## src/rtl/cfgd_pkg.sv

```systemverilog
package cfgd_pkg;
    typedef enum logic [2:0] {
        ST_INIT   = 3'd0,
        ST_CONFIG = 3'd1,
        ST_WAKEUP = 3'd2,
        ST_USER   = 3'd3,
        ST_ERROR  = 3'd4
    } cfg_state_e;

    localparam int ERR_W        = 5;
    localparam int ERR_CRC      = 0;
    localparam int ERR_CMD      = 1;
    localparam int ERR_TIMEOUT  = 2;
    localparam int ERR_NODONE   = 3;
    localparam int ERR_IDCODE   = 4;
endpackage

```

## src/rtl/cfgd_sync.sv

```systemverilog
module cfgd_sync #(
    parameter int   STAGES  = 2,
    parameter logic RST_VAL = 1'b0
) (
    input  logic clk,
    input  logic rst_n,
    input  logic d_i,
    output logic q_o
);
    logic [STAGES-1:0] chain_q;
    logic [STAGES-1:0] chain_d;

    generate
        for (genvar i = 0; i < STAGES; i++) begin : g_stage
            if (i == 0) begin : g_first
                assign chain_d[i] = d_i;
            end else begin : g_next
                assign chain_d[i] = chain_q[i-1];
            end
        end
    endgenerate

    always_ff @(posedge clk or negedge rst_n) begin
        if (!rst_n) chain_q <= {STAGES{RST_VAL}};
        else        chain_q <= chain_d;
    end

    assign q_o = chain_q[STAGES-1];
endmodule

```

## src/rtl/cfgd_err_latch.sv

```systemverilog
module cfgd_err_latch #(
    parameter int W = 5
) (
    input  logic         clk,
    input  logic         rst_n,
    input  logic         clr_i,
    input  logic [W-1:0] set_i,
    output logic [W-1:0] q_o
);
    logic [W-1:0] sticky_d, sticky_q;

    always_comb begin
        sticky_d = sticky_q;
        if (clr_i) sticky_d = '0;
        else       sticky_d = sticky_q | set_i;
    end

    always_ff @(posedge clk or negedge rst_n) begin
        if (!rst_n) sticky_q <= '0;
        else        sticky_q <= sticky_d;
    end

    assign q_o = sticky_q;

    AST_BITS_STICKY: assert property (@(posedge clk) disable iff (!rst_n)
        !clr_i |=> ((sticky_q & $past(sticky_q)) == $past(sticky_q)))
        else $error("sticky bit lost");
    AST_CLEAR_WORKS: assert property (@(posedge clk) disable iff (!rst_n)
        clr_i |=> (sticky_q == '0))
        else $error("clear ignored");
endmodule

```

## src/rtl/cfg_done_ctrl.sv

```systemverilog
module cfg_done_ctrl
    import cfgd_pkg::*;
#(
    parameter int SYNC_STAGES = 2
) (
    input  logic             clk,
    input  logic             rst_n,
    input  logic             reset_pin_n_i,
    input  logic             refresh_i,
    input  logic             done_cmd_i,
    input  logic             end_of_data_i,
    input  logic             err_crc_i,
    input  logic             err_cmd_i,
    input  logic             err_timeout_i,
    input  logic             err_idcode_i,
    input  logic             ext_done_en_i,
    input  logic             done_pin_i,
    output logic             done_pin_oe_o,
    output logic             int_done_o,
    output logic             user_mode_o,
    output logic [ERR_W-1:0] err_status_o
);
    typedef struct packed {
        cfg_state_e state;
        logic       rpin_prev;
    } ctrl_regs_t;

    ctrl_regs_t       regs_d, regs_q;
    logic             rpin_s;
    logic             pin_s;
    logic             init_req;
    logic             err_clr;
    logic [ERR_W-1:0] err_set;
    logic [ERR_W-1:0] cfg_flags;

    cfgd_sync #(.STAGES(SYNC_STAGES), .RST_VAL(1'b1)) u_rpin_sync (
        .clk(clk), .rst_n(rst_n), .d_i(reset_pin_n_i), .q_o(rpin_s)
    );

    cfgd_sync #(.STAGES(SYNC_STAGES), .RST_VAL(1'b0)) u_done_sync (
        .clk(clk), .rst_n(rst_n), .d_i(done_pin_i), .q_o(pin_s)
    );

    cfgd_err_latch #(.W(ERR_W)) u_err (
        .clk(clk), .rst_n(rst_n), .clr_i(err_clr), .set_i(err_set),
        .q_o(err_status_o)
    );

    assign init_req = (regs_q.rpin_prev & ~rpin_s) | refresh_i;

    always_comb begin
        cfg_flags              = '0;
        cfg_flags[ERR_CRC]     = err_crc_i;
        cfg_flags[ERR_CMD]     = err_cmd_i;
        cfg_flags[ERR_TIMEOUT] = err_timeout_i;
        cfg_flags[ERR_NODONE]  = end_of_data_i & ~done_cmd_i;
        cfg_flags[ERR_IDCODE]  = err_idcode_i;
    end

    always_comb begin
        regs_d           = regs_q;
        regs_d.rpin_prev = rpin_s;
        err_clr          = 1'b0;
        err_set          = '0;
        if (init_req) begin
            regs_d.state = ST_INIT;
            err_clr      = 1'b1;
        end else begin
            case (regs_q.state)
                ST_INIT:   regs_d.state = ST_CONFIG;
                ST_CONFIG: begin
                    if (|cfg_flags) begin
                        err_set      = cfg_flags;
                        regs_d.state = ST_ERROR;
                    end else if (done_cmd_i) begin
                        regs_d.state = ST_WAKEUP;
                    end
                end
                ST_WAKEUP: begin
                    if (!ext_done_en_i || pin_s) regs_d.state = ST_USER;
                end
                ST_USER:   regs_d.state = ST_USER;
                ST_ERROR:  regs_d.state = ST_ERROR;
                default:   regs_d.state = ST_INIT;
            endcase
        end
    end

    always_ff @(posedge clk or negedge rst_n) begin
        if (!rst_n) begin
            regs_q.state     <= ST_INIT;
            regs_q.rpin_prev <= 1'b1;
        end else begin
            regs_q <= regs_d;
        end
    end

    assign int_done_o    = (regs_q.state == ST_WAKEUP) || (regs_q.state == ST_USER);
    assign user_mode_o   = (regs_q.state == ST_USER);
    assign done_pin_oe_o = ~int_done_o;

    AST_USER_NEEDS_DONE: assert property (@(posedge clk) disable iff (!rst_n)
        user_mode_o |-> int_done_o)
        else $error("user mode without done");
    AST_FAIL_NO_DONE: assert property (@(posedge clk) disable iff (!rst_n)
        (|err_status_o) |-> (!int_done_o && done_pin_oe_o))
        else $error("done with failure latched");
    AST_DEFAULT_WAKE: assert property (@(posedge clk) disable iff (!rst_n)
        (regs_q.state == ST_WAKEUP && !ext_done_en_i && !init_req) |=> user_mode_o)
        else $error("default wake-up stalled");
    AST_EXT_STALL: assert property (@(posedge clk) disable iff (!rst_n)
        (regs_q.state == ST_WAKEUP && ext_done_en_i && !pin_s && !init_req) |=> !user_mode_o)
        else $error("wake-up ignored held pin");
    AST_REFRESH_INIT: assert property (@(posedge clk) disable iff (!rst_n)
        refresh_i |=> (done_pin_oe_o && !int_done_o && err_status_o == '0))
        else $error("refresh did not re-initialize");
    AST_ERROR_HOLDS: assert property (@(posedge clk) disable iff (!rst_n)
        (regs_q.state == ST_ERROR && !init_req) |=> ($stable(err_status_o) && done_pin_oe_o))
        else $error("error state left");
endmodule

```

## config.mk

```make
export PLATFORM = sky130hd
export DESIGN_NAME = cfg_done_ctrl
export DESIGN_NICKNAME = d
export VERILOG_FILES = /design/src/rtl/cfgd_pkg.sv /design/src/rtl/cfgd_sync.sv /design/src/rtl/cfgd_err_latch.sv /design/src/rtl/cfg_done_ctrl.sv
export SDC_FILE = /design/constraint.sdc
export NUM_CORES = 1
export LEC_CHECK = 0
export ABC_AREA = 1
export BUFFER_PORTS_ARGS = -buffer_cell sky130_fd_sc_hd__buf_4
export CORE_AREA = 2 2 39 41
export CTS_CLUSTER_DIAMETER = 150
export DETAILED_ROUTE_END_ITERATION = 12
export DIE_AREA = 0 0 41 43
export PLACE_DENSITY_LB_ADDON = 0.2
export SLEW_MARGIN = 0
export SYNTH_ARGS = -nofsm -noshare
export SYNTH_HDL_FRONTEND = slang
export SYNTH_SLANG_ARGS = --single-unit
```

## constraint.sdc

```tcl
create_clock -name clk -period 1.5 [get_ports clk]
set_input_delay 0.075 -clock clk [delete_from_list [all_inputs] [get_ports clk]]
set_output_delay 0.075 -clock clk [all_outputs]
set_load 0.05 [all_outputs]
```

Word level (Yosys, flattened, before mapping)
Cells that the tools add are included.

Reduce and logical (&&, ||, !) cells: 6. Equality and inequality tests: 6. Bitwise gates (word level): 7. Mux-type cells: 10.

Operator list (number): 5-bit two-way mux (4); 3-bit one-hot mux with 5 select lines (1); 3-bit two-way mux (4); 3-bit by 2-bit == test with 1-bit output (second input constant) (2); 5-bit bitwise OR (1); 5-bit OR reduction (1); 4-bit != test (second input constant) (1); 3-bit by 1-bit == test with 1-bit output (second input constant) (1); 3-bit == test (second input constant) (1); 3-bit zero test (1); 3-bit != test (second input constant) (1); 1-bit NOT (3); 1-bit AND (2); 1-bit logical OR (2); 2-bit AND reduction (1); 1-bit zero test (1); 1-bit two-way mux (1); 1-bit bitwise OR (1).

Output and inout bits: 8. Word-level logic and storage cells: 34. Flip-flop bits (word level): 13. Bits of input ports: 12.

Logic depth before layout (Yosys ltp)
Depth after elaboration: 8. Gate-level depth with buffers: 7.

By module
A second synthesis with hierarchy kept.

Cells, all modules: 64. Area total of the unflattened synthesis: 583.1 µm².

By module, submodules not included: cfg_done_ctrl (area each 317.8 µm², cells each 45, instances 1, sequential area each 101.3 µm²); cfgd_err_latch (area each 162.7 µm², cells each 15, instances 1, sequential area each 125.1 µm²); cfgd_sync (u_rpin_sync) (area each 52.6 µm², cells each 2, instances 1, sequential area each 52.6 µm²); cfgd_sync (u_done_sync) (area each 50.0 µm², cells each 2, instances 1, sequential area each 50.0 µm²).

Worst setup path before layout
No wires, ideal clock.

Path kind: flip-flop to output port. Start point: register regs_q[3]. End point: output port user_mode_o. Arrival: 2.013 ns. Required time: 1.425 ns. Path slack: -0.588 ns. Stages on the path, launching flop included: 4. Cell sequence: dfrtp_1 > nor2_2 > inv_1 > nor2_1.

Word-level cells in the longest chain between the ends: 1.

Ends and longest elaborated chain: start, declared (RTL line cfg_done_ctrl.sv:28) `ctrl_regs_t regs_d, regs_q;`; start signal, assigned (RTL line cfg_done_ctrl.sv:94) `regs_q <= regs_d;`; 3-bit by 2-bit == test with 1-bit output (RTL line cfg_done_ctrl.sv:99) `assign user_mode_o = (regs_q.state == ST_USER);`; end, declared (RTL line cfg_done_ctrl.sv:20) `output logic user_mode_o,`.

Every way passes these cells.

Worst setup path in the final report
Same ends and word-level chain as after synthesis.

==> reports/qor.yml <==
start_util_pct: 39.96
clkSinkCount: 13
period_minus_slack_ns: 1.258
critPathBufInv: 2
power_frac_comb_pct: 17.3
drt-initial-drc-count: 8
fin_nets: 95
grt.total_usage_pct: 15.88
synth.avg_cell_area_um2: 9.876
r2r_slack_ns: 0.31
die_w_um: 41
drcViolationCount: 0
path_cells: "nor2_4 > inv_1 > nor2_4 > buf_4"
synth_top_area_share_pct: 45.25
yosysTopAreaCell: "dfrtp_1"
hold_class: "input pin to flop"
post_cts_resized: 0
cp_common_cell: "nor2_4"
wl_met2_um: 502
tightest_slew_ns: 0.2057
routed_wl_mm: 1.050
cts_root_buf: "clkbuf_4"
fmax_mhz: 794.7
p_switching_uw: 196.1
power_density_mw_per_mm2: 918.3
finalPower_uw: 720.4
ys_ff_latch: 13
fin_cells: 98
arrival_ns: 1.18
grt_pass1_vias: 450
start_kind: "flop"
end_kind: "primary output"
hold_violations: 0
synth_edf_count: 0
finalMaxSlewViolations: 0
finalSetupViolations: 0
place_area_um2: 728.2
hold_buffers: 3
gp_congestion: 0.6949
drv_cap: 0
ys_top_cells_by_count: "dfrtp_1 (10), nor2_1 (9), inv_1 (7)"
grt_max_degree: 14
drt_first_pass_iters: 4
fin_worst_skew_ns: 0.002173
synth.most_common_cell: "dfrtp_1"
routed.top_layer: "met4"
finalInstanceArea_um2: 784.5
p_int_uw: 524.4
wl_met1_um: 424
area_growth_pct: 41.86
crit_fanout: 3
cp_slowest_cell: "dfrtp_1"
grt_pass1_wl_mm: 1.842
seqPwrFrac_pct: 53.1
ys.flop_type: "dfrtp_1"
switching_share_pct: 27.21
max_stage_delay_ns: 0.43
placed_cells: 91
dp_hpwl_um: 794.5
postCtsSetupBuffers: 0
vias: 460
wl_met3_um: 80
core_area_mm2: 0.001384
p_leak_nw: 0.3957
yosys.cell_types.count: 15
synthTopCellsByArea: "dfrtp_1 (45%), dfstp_2 (14%), nor2_1 (6.1%)"
clk_latency_ns: 0.27
wl_per_cell_um: 10.71
cts-htree-levels: 1
std_cell_rows: 14
setup_tns_ns: 0
grt_overflow: 0
async_flop_share_pct: 100.0
worstSetupPathType: "flop to primary output"
portBuffers: 19
die_y_um: 43
syn_area_um2: 553.0
yosys_warnings: 0
layout-drive-gt1-share_pct: 46.34
cp_data_required_time_ns: 1.42
die_area_mm2: 0.001763
antenna_found_initial: 0
tritoncts: "done"
relSlewSlack_pct: 86.27
numCtsBuffers: 3
finalCritPeriodShare_pct: 83.89
ir_drop_mv: 0.7162
pwr-share-clk_pct: 29.6
syn_inst: 56
status: "completed"
path_clk_slew_ns: 0.07
grt_setup_unrepaired: "no"
critPathTopFamily: "flip-flops"
ant_nets: 0
clock_tree.buffer_depth: 2
synth.yosys.seq_area_share_pct: 59.50
via_per_inst: 4.694
io-pin-count: 20
synth_fp_nets: 68
insertedDiodeCount: 0
-- cells in the final DEF (no fill, tap or decap) --
cell	instances
a21oi_1	6
o22ai_1	1
buf_4	19
nand3_1	4
nand2_2	2
dfrtp_1	10
nand3_2	1
nor2_2	1
dlygate4sd3_1	3
a21oi_4	1
o211ai_1	1
clkbuf_4	3
nand2_1	3
dfstp_2	3
o21bai_2	2
nor2_4	2
inv_2	4
nor2_1	8
clkbuf_1	1
inv_1	7
-- cell type report --
type,instances,area [um^2]
flip-flops and latches,13,329.1
fillers,131,599.3
multi-input cells,32,195.2
repair buffers,22,172.7
inverters,11,41.29
clock buffers,4,26.28
well taps,16,20.02
-- layer usage --
metal,vias up,global-route usage (%)
li1,228,-
met1,208,20.96
met2,20,22.50
met3,4,2.094
met4,0,12.00
met5,-,0
-- worst reg2reg max path, delay by kind of cell, from the launching register on --
kind	cells	cell delay [ns]
AO/OA/AOI/OAI	2	0.26
flip-flops	1	0.53
AND/OR/NAND/NOR	2	0.21
buffers and inverters	1	0.06
-- state kept, by name (all words and copies together) (netlist names) --
| name | flops |
|---|---|
| u_err.q_o | 5 |
| regs_q | 4 |
| u_done_sync.chain_q | 2 |
| u_rpin_sync.chain_q | 2 |
-- power by group through the flow --
stage | Combinational [mW] | Clock [mW] | Sequential (mW)
2_1_floorplan | 0.0472 | 0 | 0.410
3_3_place_gp | 0.119 | 0 | 0.388
3_5_place_dp | 0.121 | 0 | 0.389
4_1_cts | 0.127 | 0.220 | 0.383
5_1_grt | 0.138 | 0.242 | 0.385
6_report | 0.125 | 0.213 | 0.383
-- metrics by stage --
step	worst slack [ns]	hold slack (ns)	utilization, %
2_1_floorplan	0.01409	-0.2206	-
3_3_place_gp	0.3511	-0.07293	52.62
3_5_place_dp	0.3127	-0.07240	52.62
4_1_cts	0.2285	0.04658	56.69
5_1_grt	0.1622	0.06310	56.69
6_report	0.2417	0.04826	56.69
-- path summary, 6_finish.rpt --
check | startpoint | end | depth (start not counted)
max | regs_q[3] | user_mode_o | 4
min | err_idcode_i | u_err.q_o[4] | 3
max reg2reg | u_rpin_sync.chain_q[1] | regs_q[1] | 5
min reg2reg | u_rpin_sync.chain_q[0] | u_rpin_sync.chain_q[1] | 0
max in group asynchronous | rst_n | u_rpin_sync.chain_q[1] | 2
min in group asynchronous | rst_n | u_done_sync.chain_q[0] | 2
-- cells by family (layout without fill, tap and decap cells) --
| kind of cell | count (synthesis) | count (layout) | share of synthesized area [%] |
|---|---|---|---|
| flops | 13 | 13 | 59.50 |
| compound gates | 11 | 11 | 14.93 |
| simple gates | 21 | 21 | 18.10 |
| buf+inv | 11 | 37 | 7.466 |
No activity file was read; power rests on OpenSTA's default activity.
